File: config.mk
export PLATFORM = sky130hd
export DESIGN_NAME = ghash_engine
export DESIGN_NICKNAME = d
export VERILOG_FILES = /design/src/rtl/ghash_pkg.sv /design/src/rtl/ghash_gfmul_digit.sv /design/src/rtl/ghash_datapath.sv /design/src/rtl/ghash_ctrl.sv /design/src/rtl/ghash_engine.sv
export SDC_FILE = /design/constraint.sdc
export NUM_CORES = 2
export LEC_CHECK = 0
export BUFFER_PORTS_ARGS = -buffer_cell sky130_fd_sc_hd__buf_2
export CORE_MARGIN = 2
export CORE_UTILIZATION = 40
export DETAILED_ROUTE_END_ITERATION = 8
export PLACE_DENSITY = 0.65
export SYNTH_ARGS = -nofsm -noshare
export SYNTH_HDL_FRONTEND = slang
export SYNTH_SLANG_ARGS = --single-unit
File: constraint.sdc
create_clock -name clk -period 3.2 [get_ports clk]
set_input_delay 0.64 -clock clk [delete_from_list [all_inputs] [get_ports clk]]
set_output_delay 0.64 -clock clk [all_outputs]
set_load 0.005 [all_outputs]
File: src/rtl/ghash_pkg.sv
package ghash_pkg;
  localparam int BLK_W_DEF = 128;
  localparam int DIG_W_DEF = 12;

  typedef enum logic [1:0] {
    BT_AAD = 2'd0,
    BT_CT  = 2'd1,
    BT_LEN = 2'd2,
    BT_RSV = 2'd3
  } blk_type_e;

  typedef struct packed {
    logic loadKey;
    logic clearMsg;
    logic startMul;
    logic stepMul;
    logic finishMul;
    logic captureJ0;
    logic makeTag;
  } ghash_strobe_t;
endpackage

File: src/rtl/ghash_gfmul_digit.sv
module ghash_gfmul_digit #(
  parameter int BLK_W = 128,
  parameter int DIG_W = 12
) (
  input  logic [BLK_W-1:0] zIn,
  input  logic [BLK_W-1:0] vIn,
  input  logic [DIG_W-1:0] digit,
  output logic [BLK_W-1:0] zOut,
  output logic [BLK_W-1:0] vOut
);
  localparam logic [BLK_W-1:0] RED = {8'hE1, {(BLK_W-8){1'b0}}};

  logic [BLK_W-1:0] zAcc;
  logic [BLK_W-1:0] vAcc;

  // digit is consumed MSB first; each bit is one coefficient of the operand
  always_comb begin
    zAcc = zIn;
    vAcc = vIn;
    for (int i = 0; i < DIG_W; i++) begin
      if (digit[DIG_W-1-i]) zAcc = zAcc ^ vAcc;
      vAcc = vAcc[0] ? ((vAcc >> 1) ^ RED) : (vAcc >> 1);
    end
  end

  assign zOut = zAcc;
  assign vOut = vAcc;
endmodule

File: src/rtl/ghash_datapath.sv
module ghash_datapath
  import ghash_pkg::*;
#(
  parameter int BLK_W = 128,
  parameter int DIG_W = 12
) (
  input  logic                clk,
  input  logic                rstN,
  input  ghash_strobe_t       st,
  input  logic [BLK_W-1:0]    hkeyIn,
  input  logic [BLK_W-1:0]    blkData,
  input  logic [BLK_W-1:0]    ekj0In,
  output logic [BLK_W-1:0]    tagOut
);
  localparam int DIGITS = (BLK_W + DIG_W - 1) / DIG_W;
  localparam int OP_W   = DIGITS * DIG_W;
  localparam int PAD    = OP_W - BLK_W;

  logic [BLK_W-1:0] hKey, acc, zReg, vReg, j0Reg, tagReg;
  logic [OP_W-1:0]  opX;
  logic [BLK_W-1:0] zNext, vNext;

  ghash_gfmul_digit #(.BLK_W(BLK_W), .DIG_W(DIG_W)) u_digit (
    .zIn  (zReg),
    .vIn  (vReg),
    .digit(opX[OP_W-1 -: DIG_W]),
    .zOut (zNext),
    .vOut (vNext)
  );

  always_ff @(posedge clk or negedge rstN) begin
    if (!rstN) begin
      hKey   <= '0;
      acc    <= '0;
      zReg   <= '0;
      vReg   <= '0;
      j0Reg  <= '0;
      tagReg <= '0;
      opX    <= '0;
    end else begin
      if (st.loadKey)   hKey  <= hkeyIn;
      if (st.captureJ0) j0Reg <= ekj0In;
      if (st.startMul) begin
        opX  <= {acc ^ blkData, {PAD{1'b0}}};
        zReg <= '0;
        vReg <= hKey;
      end else if (st.stepMul) begin
        opX  <= opX << DIG_W;
        zReg <= zNext;
        vReg <= vNext;
      end
      if (st.clearMsg)       acc <= '0;
      else if (st.finishMul) acc <= zNext;
      if (st.clearMsg)     tagReg <= '0;
      else if (st.makeTag) tagReg <= zNext ^ j0Reg;
    end
  end

  assign tagOut = tagReg;

  // a product never starts and steps in the same cycle
  a_r3_start_excl_step: assert property (@(posedge clk) disable iff (!rstN)
    st.startMul |-> !st.stepMul);
  // the tag is formed only on the completing step of a product
  a_r7_tag_on_finish: assert property (@(posedge clk) disable iff (!rstN)
    st.makeTag |-> (st.finishMul && st.stepMul));
endmodule

File: src/rtl/ghash_ctrl.sv
module ghash_ctrl
  import ghash_pkg::*;
#(
  parameter int BLK_W = 128,
  parameter int DIG_W = 12
) (
  input  logic          clk,
  input  logic          rstN,
  input  logic          hkeyLoad,
  input  logic          startMsg,
  input  logic          blkValid,
  input  logic [1:0]    blkType,
  output ghash_strobe_t st,
  output logic          busy,
  output logic          tagValid
);
  localparam int DIGITS = (BLK_W + DIG_W - 1) / DIG_W;
  localparam int CNT_W  = $clog2(DIGITS + 1);
  localparam logic [CNT_W-1:0] LAST = CNT_W'(DIGITS - 1);

  logic             busyQ, isLenQ, tagValidQ;
  logic [CNT_W-1:0] cnt;
  logic [1:0]       phaseQ;
  logic             idle, startOk, accept, lastStep;

  assign idle     = !busyQ;
  assign startOk  = idle && startMsg;
  assign accept   = idle && !startMsg && blkValid &&
                    (blkType != BT_RSV) && (blkType >= phaseQ);
  assign lastStep = busyQ && (cnt == LAST);

  always_comb begin
    st           = '0;
    st.loadKey   = idle && hkeyLoad;
    st.clearMsg  = startOk;
    st.startMul  = accept;
    st.captureJ0 = accept && (blkType == BT_LEN);
    st.stepMul   = busyQ;
    st.finishMul = lastStep;
    st.makeTag   = lastStep && isLenQ;
  end

  always_ff @(posedge clk or negedge rstN) begin
    if (!rstN) begin
      busyQ     <= 1'b0;
      isLenQ    <= 1'b0;
      tagValidQ <= 1'b0;
      cnt       <= '0;
      phaseQ    <= BT_AAD;
    end else if (busyQ) begin
      cnt <= cnt + 1'b1;
      if (lastStep) begin
        busyQ <= 1'b0;
        if (isLenQ) tagValidQ <= 1'b1;
      end
    end else if (startOk) begin
      phaseQ    <= BT_AAD;
      tagValidQ <= 1'b0;
    end else if (accept) begin
      busyQ  <= 1'b1;
      cnt    <= '0;
      isLenQ <= (blkType == BT_LEN);
      phaseQ <= (blkType == BT_LEN) ? 2'd3 : blkType;
    end
  end

  assign busy     = busyQ;
  assign tagValid = tagValidQ;

  // the digit count never runs past the last digit
  a_r4_busy_bounded: assert property (@(posedge clk) disable iff (!rstN)
    busyQ |-> (cnt <= LAST));
  // busy only begins from an idle cycle with a block on offer
  a_r5_busy_from_offer: assert property (@(posedge clk) disable iff (!rstN)
    $rose(busyQ) |-> $past(blkValid && !busyQ));
  // block order only moves backwards through a message start
  a_r6_order_monotonic: assert property (@(posedge clk) disable iff (!rstN)
    (phaseQ < $past(phaseQ)) |-> $past(startMsg));
  // the tag only becomes valid as a multiplication ends
  a_r7_tag_after_mul: assert property (@(posedge clk) disable iff (!rstN)
    $rose(tagValidQ) |-> ($past(busyQ) && !busyQ));
endmodule

File: src/rtl/ghash_engine.sv
module ghash_engine
  import ghash_pkg::*;
#(
  parameter int BLK_W = BLK_W_DEF,
  parameter int DIG_W = DIG_W_DEF
) (
  input  logic             clk,
  input  logic             rstN,
  input  logic             hkeyLoad,
  input  logic [BLK_W-1:0] hkeyIn,
  input  logic             startMsg,
  input  logic             blkValid,
  input  logic [1:0]       blkType,
  input  logic [BLK_W-1:0] blkData,
  input  logic [BLK_W-1:0] ekj0In,
  output logic             busy,
  output logic             tagValid,
  output logic [BLK_W-1:0] tagOut
);
  ghash_strobe_t st;

  ghash_ctrl #(.BLK_W(BLK_W), .DIG_W(DIG_W)) u_ctrl (
    .clk     (clk),
    .rstN    (rstN),
    .hkeyLoad(hkeyLoad),
    .startMsg(startMsg),
    .blkValid(blkValid),
    .blkType (blkType),
    .st      (st),
    .busy    (busy),
    .tagValid(tagValid)
  );

  ghash_datapath #(.BLK_W(BLK_W), .DIG_W(DIG_W)) u_dp (
    .clk    (clk),
    .rstN   (rstN),
    .st     (st),
    .hkeyIn (hkeyIn),
    .blkData(blkData),
    .ekj0In (ekj0In),
    .tagOut (tagOut)
  );
endmodule

### Word-level counts from Yosys, hierarchy flattened

Cells that the tools add are included.

* word-level logic and storage cells: 116
* output and inout port bits: 130
* input bits: 391
* register bits after elaboration: 909

* $add $sub $neg: 1
* muxes and demuxes: 48
* bitwise logic cells: 28
* reductions and logical operators: 20
* eq/ne operators: 6
* order comparisons: 1

Operators with widths (number)
* 2-to-1 mux 128 bit: 32
* XOR 128 bit: 14
* 2-to-1 mux 132 bit: 2
* NOT 3 -> 4 bit: 12
* 2-to-1 mux 4 bit: 3
* nonzero test 2 bit: 5
* logical AND 1 bit: 9
* 2-to-1 mux 1 bit: 8
* 2-to-1 mux 2 bit: 3
* != test 2 bit, second input constant: 3
* AND reduction 3 bit: 2
* adder 4 x 1 -> 4 bit, second input constant: 1
* equality test 4 bit, second input constant: 1
* AND reduction 2 bit: 2
* equality test 2 bit, second input constant: 1
* greater-or-equal comparator 2 bit: 1
* logical NOT 1 bit: 2
* != test 2 x 1 -> 1 bit, second input constant: 1
* NOT 1 bit: 2

### Depth between registers and ports, before layout

* depth after elaboration: 27
* depth in mapped cells: 10
* mapped depth without buffers: 8

### Modules after synthesis

A second synthesis with hierarchy kept.

* cells, all modules: 6612
* area total of the unflattened synthesis: 61635.4 um^2

By module, submodules not included
* ghash_datapath: instances 1, area an instance 38854.8 um^2, cells an instance 3015
* ghash_gfmul_digit: instances 1, area an instance 22232.6 um^2, cells an instance 3546
* ghash_ctrl: instances 1, area an instance 548.0 um^2, cells an instance 51

### Worst setup path before layout

Ideal clock, no wire load.

* path kind: in2reg
* start point: in blkType[0]
* end point: reg u_dp.j0Reg[100]
* setup time: 0.125 ns
* arrival: 2.612 ns
* setup slack: 0.464 ns
* required time: 3.075 ns
* cell stages on the path: 10
* cells stage by stage: inv_1 > ha_1 > inv_1 > a21boi_0 > o2111a_1 > and2_1 > clkbuf_1 > clkbuf_1 > clkbuf_1 > mux2_2

* cells in the longest elaborated chain, start to end: 4

RTL lines
* start, declared: line ghash_engine.sv:13 `input logic [1:0] blkType,`
* != test 2 bit: line ghash_ctrl.sv:29 `(blkType != BT_RSV) && (blkType >= phaseQ);`
* logical AND 1 bit: line ghash_ctrl.sv:28 `assign accept = idle && !startMsg && blkValid &&`
* logical AND 1 bit: line ghash_ctrl.sv:29
* logical AND 1 bit *: line ghash_ctrl.sv:37 `st.captureJ0 = accept && (blkType == BT_LEN);`
* end signal, assigned: line ghash_datapath.sv:42 `if (st.captureJ0) j0Reg <= ekj0In;`
* end, declared: line ghash_datapath.sv:19 `logic [BLK_W-1:0] hKey, acc, zReg, vReg, j0Reg, tagReg;`

Mark *: on every way between the ends. The rest lies on a longest branch, timed or not.
A chain may end at the register's enable or synchronous reset.

### Worst setup path after layout

* start point: reg u_dp.vReg[2]
* end point: reg u_dp.tagReg[119] (netlist: u_dp.tagOut[119])

* cells in the longest elaborated chain, start to end: 23

RTL lines
* start, declared: line ghash_datapath.sv:19
* start signal, assigned: line ghash_datapath.sv:46 `vReg <= hKey;`
* start signal, assigned: line ghash_datapath.sv:50 `vReg <= vNext;`
* 2-to-1 mux 128 bit * (4 in series): line ghash_gfmul_digit.sv:22 `vAcc = vAcc[0] ? ((vAcc >> 1) ^ RED) : (vAcc >> 1);`
* XOR 128 bit: line ghash_gfmul_digit.sv:21 `if (digit[DIG_W-1-i]) zAcc = zAcc ^ vAcc;`
* 2-to-1 mux 128 bit: line ghash_gfmul_digit.sv:21
* XOR 128 bit: line ghash_gfmul_digit.sv:21
* 2-to-1 mux 128 bit: line ghash_gfmul_digit.sv:21
* XOR 128 bit: line ghash_gfmul_digit.sv:21
* 2-to-1 mux 128 bit: line ghash_gfmul_digit.sv:21
* XOR 128 bit: line ghash_gfmul_digit.sv:21
* (+4 left out)
* 2-to-1 mux 128 bit: line ghash_gfmul_digit.sv:21
* XOR 128 bit: line ghash_gfmul_digit.sv:21
* 2-to-1 mux 128 bit: line ghash_gfmul_digit.sv:21
* XOR 128 bit: line ghash_gfmul_digit.sv:21
* 2-to-1 mux 128 bit *: line ghash_gfmul_digit.sv:21
* XOR 128 bit *: line ghash_datapath.sv:55 `else if (st.makeTag) tagReg <= zNext ^ j0Reg;`
* 2-to-1 mux 128 bit *: line ghash_datapath.sv:55
* 2-to-1 mux 128 bit *: line ghash_datapath.sv:54 `if (st.clearMsg) tagReg <= '0;`
* end signal, assigned: line ghash_datapath.sv:55
* end, declared: line ghash_datapath.sv:19

Mark *: on every way between the ends. The rest lies on a longest branch, timed or not. The select of a mux whose other input is x is not followed.

==> run summary <==
Placement
- 0.8879 — RePlAce Congestion
- 131500 um — DPL Wire Length
- 520 — number of I/O port buffers
- 0.1205 ns — worst setup slack after placement

Yosys
- 53 — count of cell types in the netlist
- sky130_fd_sc_hd__dfrtp_1 — dominant register cell in the synthesized netlist
- 39.51% — share of the yosys chip area belonging to registers
- 6653 — net count after synthesis
- 39.51% — portion of synthesized cell area occupied by the leading cell type
- 6258 — instance count of the mapped netlist
- sky130_fd_sc_hd__dfrtp_1, sky130_fd_sc_hd__xnor2_1, sky130_fd_sc_hd__nand2_1 — biggest area contributors in the synthesized netlist
- sky130_fd_sc_hd__dfrtp_1 — cell type with the largest total area after synthesis
- 57320 um2 — summed instance area of the synthesized netlist
- 9.160 um2 — mean post-synth cell area
- 905 — register bit total from synthesis
- 100.0% — asr flop ratio synth
- 0 — count of flip-flops with a built-in enable after synthesis
- 0 — Synth warnings

Clock network
- 0 — post-cts resize count
- 0.06 ns — clock-pin slew reported for the worst setup and hold paths after clock tree synthesis
- 3 — buffer depth of the longest clock path
- 0.77 ns — worst skew pair latency
- 0 — number of buffers inserted to repair setup after CTS
- 905 — Num Clock Sinks
- 104 — number of CTS-inserted buffers
- 3 — H-Tree Depth
- sky130_fd_sc_hd__clkbuf_16 — clock tree root buffer cell
- built — clock tree from TritonCTS

Floorplanning
- 382.6 um — y dimension of the die
- 141900 um2 — core outline area
- 521 — ports placed on the boundary
- 146400 um2 — die footprint
- 40.39% — initial core utilization
- 138 — number of placement rows
- 382.6 um — chip width

Route
- 0 — final routed DRC violation total
- 46.41k — via count of the routed design
- 4491 — initial detailed-routing violation count
- 22.12 um — per-cell routed wire length
- 6 — Pre-antenna DRT Iters
- 0 — antenna viol nets, final
- 190700 um — total detailed-routing wirelength
- 5.383 — drt via density

Setup path
- flop — critical path launch point type
- 11 — Max FO, Critical Path
- 3.57 ns — arrival time at the worst endpoint
- sky130_fd_sc_hd__xnor2_1 — CP most frequent cell
- flop to flop — start-to-end type of the worst setup path
- 3.85 ns — required arrival time at the worst endpoint
- flop — crit end category
- sky130_fd_sc_hd__dfrtp_1 — Max stage delay cell, worst path
- 0.75 ns — peak per-stage delay on the critical path
- xor3_1, xnor2_1, nor2b_1, xnor2_1, xnor2_1, xor3_1, o21ai_0 — ordered cell list for the critical path

STA
- 0 — final setup violation count
- 0.2773 ns — final worst-path setup slack
- 0 — number of failing hold endpoints at the final stage
- 0.04780 ns — worst-case clock skew
- 30.25% — worst-case headroom to the max-slew limit
- 91.33% — final period utilization
- 0 — max-slew violation total from the final report
- 342.1 MHz — Fmax achieved
- 1.046 ns — slew at the pin closest to its max-slew limit
- no — unrepaired setup endpoints after global routing
- 2.923 ns — minimum clock period after layout
- 0 ns — Post-Route Setup TNS

Global routing
- 45.69k — vias in the first global route
- 167 — pin count of the biggest net entering global routing
- 25.70% — GRT Overall Usage
- 292000 um — global-route wire length before repair
- 31 — antenna violations before repair
- 0 — GRT overflow

Hold path
- input pin to flop — class of the tightest hold or removal check

Cells and area
- 16.80% — area grow syn2layout
- 47.17% — final core utilization
- 13.32k — fill cell instance count of the final layout
- 7036 — post-layout net count
- 18.57% — share of layout cells above drive strength 1

Flow run
- 0 — number of maximum-capacitance constraint violations

Outcome
- completed — run status

[Yosys cell counts, types with 17 or more instances]
library cell / count
sky130_fd_sc_hd__a22oi_1: 125
sky130_fd_sc_hd__buf_1: 42
sky130_fd_sc_hd__a21oi_1: 21
sky130_fd_sc_hd__mux2_2: 256
sky130_fd_sc_hd__xnor3_1: 21
sky130_fd_sc_hd__a22o_1: 252
sky130_fd_sc_hd__a221o_1: 117
sky130_fd_sc_hd__xnor2_1: 1258
sky130_fd_sc_hd__o21ai_0: 160
sky130_fd_sc_hd__clkbuf_1: 362
sky130_fd_sc_hd__buf_2: 99
sky130_fd_sc_hd__nand3_1: 17
sky130_fd_sc_hd__nand2_1: 1890
sky130_fd_sc_hd__nor2_1: 126
sky130_fd_sc_hd__xor2_1: 502
sky130_fd_sc_hd__dfrtp_1: 905
[metrics by stage]
stage | area (um2) | cells | hold WS, ns
floorplan | 57320 | 6258 | 0.3444
global placement | 63170 | 8424 | 0.4547
detailed placement | 63170 | 8424 | 0.4649
CTS | 66940 | 8615 | 0.04566
global route | 66940 | 8617 | 0.07622
finish | 66960 | 8622 | 0.1023
[logic make-up after synthesis]
kind of cell,Yosys count,synth area share [%]
buf+inv,519,3.663
xor+xnor,1798,28.36
compound gates,698,9.440
flops,905,39.51
fa+ha+maj,4,0.08731
mux,257,5.046
simple gates,2077,13.90
[final timing paths]
check	from	to	slack [ns]	cells after the start
setup / recovery	u_dp.vReg[2]	u_dp.tagOut[119]	0.28	7
hold / removal	ekj0In[28]	u_dp.j0Reg[28]	0.10	2
setup reg to reg	u_dp.vReg[2]	u_dp.tagOut[119]	0.28	7
hold reg to reg	u_dp.tagOut[58]	u_dp.tagOut[58]	0.47	2
max in group asynchronous	rstN	u_dp.acc[119]	1.72	4
min in group asynchronous	rstN	u_dp.hKey[127]	0.46	2
[layout by cell type, fill, tap and decap left out, types with 8 or more instances in the layout]
cell                        count
sky130_fd_sc_hd__nand2_1     1889
sky130_fd_sc_hd__xnor2_1     1258
sky130_fd_sc_hd__dfrtp_1      892
sky130_fd_sc_hd__buf_2        519
sky130_fd_sc_hd__xor2_1       502
sky130_fd_sc_hd__mux2_2       256
sky130_fd_sc_hd__a22o_1       252
sky130_fd_sc_hd__buf_4        201
sky130_fd_sc_hd__o21ai_0      160
sky130_fd_sc_hd__a22oi_1      125
sky130_fd_sc_hd__nor2_1       124
sky130_fd_sc_hd__a221o_1      117
sky130_fd_sc_hd__clkbuf_16    105
sky130_fd_sc_hd__buf_12        65
sky130_fd_sc_hd__clkbuf_8      23
sky130_fd_sc_hd__xnor3_1       21
sky130_fd_sc_hd__a21oi_1       20
sky130_fd_sc_hd__nand3_1       17
sky130_fd_sc_hd__clkbuf_1      16
sky130_fd_sc_hd__bufinv_16     15
sky130_fd_sc_hd__dfrtp_4       13
sky130_fd_sc_hd__xor3_1         9
sky130_fd_sc_hd__nor3_1         9
sky130_fd_sc_hd__clkinv_2       9
sky130_fd_sc_hd__inv_1          8
sky130_fd_sc_hd__inv_6          8
[worst max-delay path, delay by kind of cell (launching register included)]
kind	cells	cell delay (ns)
xor+xnor	5	1.81
flops	1	0.75
compound gates	1	0.16
simple gates	1	0.10
[layout make-up]
cell class,instances,area [um2],area share [%]
timing repair buffer,787,5433,8.114
clock buffer,144,3004,4.487
sequential,905,22700,33.90
tap,1890,2365,3.532
inverter,9,33.78,0.05046
antenna,7,17.52,0.02616
clock inverter,46,755.7,1.129
multi-input combinational,4834,32650,48.77
[sequential cells by signal, indices dropped and copies added, names as in the netlist]
name / flops
u_dp.hKey: 128
u_ctrl.tagValid: 1
u_dp.tagOut: 128
u_ctrl.isLenQ: 1
u_ctrl.phaseQ: 2
u_dp.zReg: 128
u_ctrl.cnt: 4
u_dp.acc: 128
u_dp.j0Reg: 128
u_dp.vReg: 128
u_ctrl.busy: 1
u_dp.opX: 128
[metal layers]
metal | vias to the layer above | global-route usage (%) | share of wire, % | wire length (um)
met5 | - | 0 | 0.15 | 291
met4 | 48 | 7.998 | 2.8 | 5264
met3 | 347 | 6.617 | 9.7 | 18480
met2 | 1970 | 39.10 | 44 | 84770
met1 | 23070 | 35.67 | 43 | 81930
li1 | 20980 | - | - | -
[what timing repair did]
item | CTS | global route
endpoints found under the hold margin | 47 | 0
hold buffers | 1 | 0
setup endpoints to repair | 0 | 0
Power is left out: the tool's default activity adds up to more than one toggle a clock period on the data nets, which glitch-free logic cannot reach.
